### config.mk
export PLATFORM = sky130hd
export DESIGN_NAME = bus_latch_xcvr
export DESIGN_NICKNAME = d
export VERILOG_FILES = /design/src/rtl/bus_latch_xcvr_pkg.sv /design/src/rtl/xcvr_rst_sync.sv /design/src/rtl/xcvr_dir_lane.sv /design/src/rtl/bus_latch_xcvr.sv
export SDC_FILE = /design/constraint.sdc
export NUM_CORES = 1
export LEC_CHECK = 0
export BUFFER_PORTS_ARGS = -buffer_cell sky130_fd_sc_hd__buf_2
export CORE_MARGIN = 2
export CORE_UTILIZATION = 48
export CTS_CLUSTER_SIZE = 8
export DETAILED_ROUTE_END_ITERATION = 16
export GPL_ROUTABILITY_DRIVEN = 1
export HOLD_SLACK_MARGIN = 0.05
export MAX_ROUTING_LAYER = met4
export PLACE_DENSITY = 0.76
export SLEW_MARGIN = 10
export SYNTH_ARGS = -nofsm -noshare
export SYNTH_HDL_FRONTEND = slang
export SYNTH_SLANG_ARGS = --single-unit
### constraint.sdc
create_clock -name clk -period 1.76 [get_ports clk]
set_clock_uncertainty 0.2 [all_clocks]
set_input_delay 0.176 -clock clk [delete_from_list [all_inputs] [get_ports clk]]
set_output_delay 0.176 -clock clk [all_outputs]
set_load 0.005 [all_outputs]
### src/rtl/bus_latch_xcvr_pkg.sv
package bus_latch_xcvr_pkg;

  localparam int unsigned NUM_DIRS = 2;
  localparam int unsigned DIR_AB   = 0;
  localparam int unsigned DIR_BA   = 1;

  // Active-low controls of one direction
  typedef struct packed {
    logic en_n;
    logic le_n;
    logic oe_n;
  } dir_ctrl_t;

  localparam dir_ctrl_t CTRL_IDLE = '{en_n: 1'b1, le_n: 1'b1, oe_n: 1'b1};

endpackage

### src/rtl/xcvr_rst_sync.sv
module xcvr_rst_sync #(
  parameter int unsigned STAGES = 2
) (
  input  logic clk,
  input  logic rst_n,
  output logic rst_sync_n
);

  logic [STAGES-1:0] chain_q;
  logic [STAGES-1:0] chain_d;

  always_comb begin
    chain_d = {chain_q[STAGES-2:0], 1'b1};
  end

  always_ff @(posedge clk or negedge rst_n) begin
    if (!rst_n) begin
      chain_q <= '0;
    end else begin
      chain_q <= chain_d;
    end
  end

  assign rst_sync_n = chain_q[STAGES-1];

endmodule

### src/rtl/xcvr_dir_lane.sv
module xcvr_dir_lane
  import bus_latch_xcvr_pkg::*;
#(
  parameter int unsigned WIDTH = 8
) (
  input  logic             clk,
  input  logic             rst_n,
  input  logic [WIDTH-1:0] src_in,
  input  dir_ctrl_t        ctrl_in,
  output logic [WIDTH-1:0] bank_q,
  output logic             drive_req
);

  logic [WIDTH-1:0] src_q;
  dir_ctrl_t        ctrl_q;
  logic [WIDTH-1:0] bank_d;
  logic             bank_ce;

  // Input sampling stage
  always_ff @(posedge clk or negedge rst_n) begin
    if (!rst_n) begin
      src_q  <= '0;
      ctrl_q <= CTRL_IDLE;
    end else begin
      src_q  <= src_in;
      ctrl_q <= ctrl_in;
    end
  end

  // Transparent while enable and latch enable are both low; a rise of
  // either stops reloading, leaving the pre-rise value in the bank.
  always_comb begin
    bank_ce = !ctrl_q.en_n && !ctrl_q.le_n;
    bank_d  = bank_ce ? src_q : bank_q;
  end

  always_ff @(posedge clk or negedge rst_n) begin
    if (!rst_n) begin
      bank_q <= '0;
    end else if (bank_ce) begin
      bank_q <= bank_d;
    end
  end

  assign drive_req = !ctrl_q.en_n && !ctrl_q.oe_n;


  transparent_follow_chk: assert property (@(posedge clk) disable iff (!rst_n)
    (!ctrl_q.en_n && !ctrl_q.le_n) |=> (bank_q == $past(src_q)));


  hold_stable_chk: assert property (@(posedge clk) disable iff (!rst_n)
    (!ctrl_q.en_n && ctrl_q.le_n) |=> $stable(bank_q));


  enable_high_keep_chk: assert property (@(posedge clk) disable iff (!rst_n)
    ctrl_q.en_n |=> $stable(bank_q));

endmodule

### src/rtl/bus_latch_xcvr.sv
module bus_latch_xcvr
  import bus_latch_xcvr_pkg::*;
#(
  parameter int unsigned WIDTH      = 8,
  parameter int unsigned RST_STAGES = 2
) (
  input  logic             clk,
  input  logic             rst_n,
  input  logic [WIDTH-1:0] a_in,
  output logic [WIDTH-1:0] a_out,
  output logic             a_oe,
  input  logic [WIDTH-1:0] b_in,
  output logic [WIDTH-1:0] b_out,
  output logic             b_oe,
  input  logic             en_ab_n,
  input  logic             le_ab_n,
  input  logic             oe_ab_n,
  input  logic             en_ba_n,
  input  logic             le_ba_n,
  input  logic             oe_ba_n,
  output logic             contention
);

  logic                           srst_n;
  logic [NUM_DIRS-1:0][WIDTH-1:0] lane_src;
  logic [NUM_DIRS-1:0][WIDTH-1:0] lane_bank;
  dir_ctrl_t [NUM_DIRS-1:0]       lane_ctrl;
  logic [NUM_DIRS-1:0]            lane_req;
  logic [NUM_DIRS-1:0]            drv_d;
  logic [NUM_DIRS-1:0]            drv_q;
  logic                           clash_d;
  logic                           clash_q;

  xcvr_rst_sync #(.STAGES(RST_STAGES)) u_rst_sync (
    .clk        (clk),
    .rst_n      (rst_n),
    .rst_sync_n (srst_n)
  );

  assign lane_src[DIR_AB]  = a_in;
  assign lane_src[DIR_BA]  = b_in;
  assign lane_ctrl[DIR_AB] = '{en_n: en_ab_n, le_n: le_ab_n, oe_n: oe_ab_n};
  assign lane_ctrl[DIR_BA] = '{en_n: en_ba_n, le_n: le_ba_n, oe_n: oe_ba_n};

  for (genvar d = 0; d < NUM_DIRS; d++) begin : g_dir
    xcvr_dir_lane #(.WIDTH(WIDTH)) u_lane (
      .clk       (clk),
      .rst_n     (srst_n),
      .src_in    (lane_src[d]),
      .ctrl_in   (lane_ctrl[d]),
      .bank_q    (lane_bank[d]),
      .drive_req (lane_req[d])
    );
  end

  // Driver arbitration: a lone request drives, two requests clash
  always_comb begin
    clash_d = &lane_req;
    drv_d   = clash_d ? '0 : lane_req;
  end

  always_ff @(posedge clk or negedge srst_n) begin
    if (!srst_n) begin
      drv_q   <= '0;
      clash_q <= 1'b0;
    end else begin
      drv_q   <= drv_d;
      clash_q <= clash_d;
    end
  end

  assign b_out      = lane_bank[DIR_AB];
  assign a_out      = lane_bank[DIR_BA];
  assign b_oe       = drv_q[DIR_AB];
  assign a_oe       = drv_q[DIR_BA];
  assign contention = clash_q;


  single_driver_chk: assert property (@(posedge clk) disable iff (!srst_n)
    !(a_oe && b_oe));


  clash_silences_chk: assert property (@(posedge clk) disable iff (!srst_n)
    contention |-> (!a_oe && !b_oe));


  b_drive_origin_chk: assert property (@(posedge clk) disable iff (!srst_n)
    b_oe |-> $past(lane_req[DIR_AB]));


  a_drive_origin_chk: assert property (@(posedge clk) disable iff (!srst_n)
    a_oe |-> $past(lane_req[DIR_BA]));


  reset_quiet_chk: assert property (@(posedge clk)
    !srst_n |-> (!a_oe && !b_oe && !contention && a_out == '0 && b_out == '0));

endmodule

Word level (Yosys, flattened, before mapping) --
Index checks and enable logic that the tools add are counted.
Storage, ports and cells: memories 0, memory bits (read-only) 0, bits in writable memories 0, input bits 24, latch bits 0, output and inout bits 19, flip-flop bits (word level) 43
Cells by class: add/subtract/negate cells 0, magnitude comparators 0, reductions and logical operators 11, multipliers 0, bitwise gates (word level) 0, divide/modulo/power cells 0, eq/ne operators 0, shift operators 0, muxes and demuxes 1
Operator list (number):
- $logic_not A1 Y1 | 6
- $logic_and A1 B1 Y1 | 4
- $mux W2 | 1
- $reduce_and A2 Y1 | 1

Depth between registers and ports, before layout --
word-level depth 4, depth in mapped cells 2, gate-level depth less buffers 2

Modules after synthesis --
From an unflattened synthesis, not the netlist that was laid out.
Unflattened totals: cells, all modules 67, area, all modules 1320.0 µm²
Modules (own cells, without submodules):
- xcvr_dir_lane | instances 2, area an instance 584.3 µm², cells each 29
- bus_latch_xcvr | instances 1, area an instance 97.6 µm², cells each 6
- xcvr_rst_sync | instances 1, area an instance 53.8 µm², cells each 3

Worst setup path before layout --
Ideal clock, no wire load.
kind register -> register, start point register g_dir[0].u_lane.ctrl_q[1] in the netlist's numbering, end point register g_dir[0].u_lane.bank_q[0], setup time 0.125 ns, required time 1.435 ns, data arrival time 0.884 ns, clock period less this slack 1.208 ns, stages on the path, launching flop included 3, setup slack 0.552 ns, cells stage by stage dfstp_2 > nor2_4 > mux2_2
Between the ends: cells in the longest elaborated chain, start to end 2
RTL lines:
- start, declared | RTL line xcvr_dir_lane.sv:15 | dir_ctrl_t ctrl_q;
- start signal, assigned | RTL line xcvr_dir_lane.sv:26 | ctrl_q <= ctrl_in;
- $logic_not A1 Y1 | RTL line xcvr_dir_lane.sv:33 | bank_ce = !ctrl_q.en_n && !ctrl_q.le_n;
- $logic_and A1 B1 Y1 | RTL line xcvr_dir_lane.sv:33
- end signal, assigned | RTL line xcvr_dir_lane.sv:41 | bank_q <= bank_d;
- end, declared | RTL line xcvr_dir_lane.sv:10 | output logic [WIDTH-1:0] bank_q,
Every way passes these cells. A chain may end at the register's enable or synchronous reset.

Final worst setup path --
start point register g_dir[0].u_lane.ctrl_q[2] in the netlist's numbering, end point register g_dir[0].u_lane.bank_q[0]
Same word-level chain as after synthesis.

==> results.tsv <==
metric	value	unit
syn-num-nets	90	
setup_viol	0	
drive_gt1_share	52.45	%
grt_pass1_vias	886	
gr-total-overflow	0	
period_share	74.35	%
regToRegStartpoint	g_dir[0].u_lane.ctrl_q[2]$_DFF_PN1_	
tritoncts	yes	
first_pass_iters	2	
vias	808	
worstHoldPathType	reg2async	
reg2reg_to	g_dir[0].u_lane.bank_q[0]$_DFFE_PN0P_	
yosysSeqAreaShare	82.55	%
final_cell_area	0.001927	mm^2
grtUsageTotal	17.68	%
postPlaceCellArea	0.001575	mm^2
synth_top_cell_by_area	dfrtp_1	
ios	43	
maxCapViolations	0	
syn_to_final_growth	46.81	%
worstSetupPathType	reg2reg	
cp.required	1.79	ns
row_count	18	
post_drt_wl_per_cell	13.82	um
p_per_area	1081	mW/mm^2
irDropWorstVdd	0.0009534	V
whs	0.1161	ns
n_antenna_cell	0	
syn_area_per_cell	19.89	um^2
syn_inst	66	
cts_resized	0	
pre_cts_slack	0.4769	ns
h-tree-depth	2	
maxSlewViolCount	0	
synthDistinctLibCells	9	
fillCellCount	156	
yosys_warnings	0	
antenna_found_initial	0	
startpoint_type	flop	
finalWeightedCongestion	0.7001	
start_util	51.57	%
critPathMaxFanout	8	
finalSetupTns	0	ns
route.detailed.drc	0	
die_h	56.29	um
crit_path_end_kind	flop	
period_minus_slack	1.309	ns
cts_sinks	43	
fin_util	75.71	%
synth_seq_cells	43	
cts_inserted_buffers	5	
rsz0062_at_grt	false	
clock_latency	0.35	ns
max_freq	764.2	MHz
hold_viol	0	
cp.arrival	1.34	ns
dr.first_iter.drc_count	4	
ys_top_cells_by_area	dfrtp_1 71%, mux2_2 14%, dfstp_2 12%	
r2r_setup_slack	0.45	ns
ff2ff_path_depth	2	
layout_common_cells	42 x buf_2, 37 x dfrtp_1, 25 x dlygate4sd3_1, 16 x mux2_2, 6 x dfstp_2	
clkTransAtPathRegs	0.12	ns
leakage	0.9115	nW
drt-total-wl	2391	um
setup_ws	0.4514	ns
die_w	56.29	um
core_area	0.002545	mm^2
netlist_area	0.001313	mm^2
status	finished, final reports clean	
clock_tree.root_cell	clkbuf_4	
avgViaCountPerCell	4.671	
clk_path_buf_depth	2	
numPortBuffers	42	
yosysTopAreaCellShare	70.54	%
dp_hpwl	1517	um
dieArea	0.003169	mm^2
grt_pass1_wl	4029	um
fin_nets	166	
grt_max_degree	19	
ant_nets	0	
final_common_cell	buf_2	
[synth_stat cells]
master,count
mux2_2,16
nor4_1,1
conb_1,1
nor2_4,2
o21a_1,1
dfrtp_1,37
dfstp_2,6
nor3_1,1
nor2_1,1
[registers in the layout, indices dropped and copies added, names as in the netlist]
name / cells
g_dir.u_lane.ctrl_q: 6
g_dir.u_lane.src_q: 16
u_rst_sync.chain_q: 2
contention: 1
g_dir.u_lane.bank_q: 16
drv_q: 2
[worst max-delay path, stage by stage, from the launching register on]
cell     delay, ns
dfstp_2       0.41
nor2_4        0.21
mux2_2        0.37
[where the power goes]
part	total, W	internal, W	leakage, nW	switching, W
Sequential	0.00112	0.00108	0.501	0.0000423
Combinational	0.000223	0.000142	0.358	0.0000808
Clock	0.000741	0.000444	0.0525	0.000297
[cells by family after synthesis]
group	synth area share, %
DFF	82.55
muxes	13.73
and+or+nand+nor	2.859
AOI/OAI and AO/OA	0.5722
other	0.2857
[repair_timing]
item	CTS	global route
hold buffers	25	0
hold endpoints to repair	27	0
buffers inserted	0	0
[metal layers]
metal  track usage, %  wire length [um]  part of all wire (%)
met5                -                 0                     0
met4            6.122                19                  0.79
met3            6.682               108                   4.5
met2            29.24              1356                    57
met1            19.75               907                    38
[worst max-delay path by stage]
stage,startpoint,to,slack [ns],cells past startpoint
final,g_dir[0].u_lane.ctrl_q[2]$_DFF_PN1_,g_dir[0].u_lane.bank_q[0]$_DFFE_PN0P_,0.45,2
after global routing,g_dir[0].u_lane.ctrl_q[2]$_DFF_PN1_,g_dir[0].u_lane.bank_q[0]$_DFFE_PN0P_,0.39,2
after CTS,g_dir[0].u_lane.ctrl_q[2]$_DFF_PN1_,g_dir[0].u_lane.bank_q[7]$_DFFE_PN0P_,0.45,2
after detailed placement,g_dir[0].u_lane.ctrl_q[1]$_DFF_PN1_,g_dir[0].u_lane.bank_q[3]$_DFFE_PN0P_,0.48,2
after global placement,g_dir[1].u_lane.ctrl_q[2]$_DFF_PN1_,g_dir[1].u_lane.bank_q[1]$_DFFE_PN0P_,0.49,2
after floorplan,u_rst_sync.chain_q[1]$_DFF_PN0_,contention$_DFF_PN0_,0.29,0
[area by class of cell]
class                   instances  area [um^2]  area share, %
clock inverters                 2        60.06          3.117
repair buffers                 69        475.5          24.68
flip-flops and latches         43         1084          56.23
multi-input cells              23        229.0          11.88
clock buffers                   6        41.29          2.143
well taps                      30        37.54          1.948
[through the flow]
step           total power (W)  std cells
2_1_floorplan         0.001213         66
6_report              0.002084        173
5_1_grt               0.002178        173
3_5_place_dp          0.001321        140
3_3_place_gp          0.001307        140
4_1_cts               0.002103        173
Power figures use the tool's default switching activity.
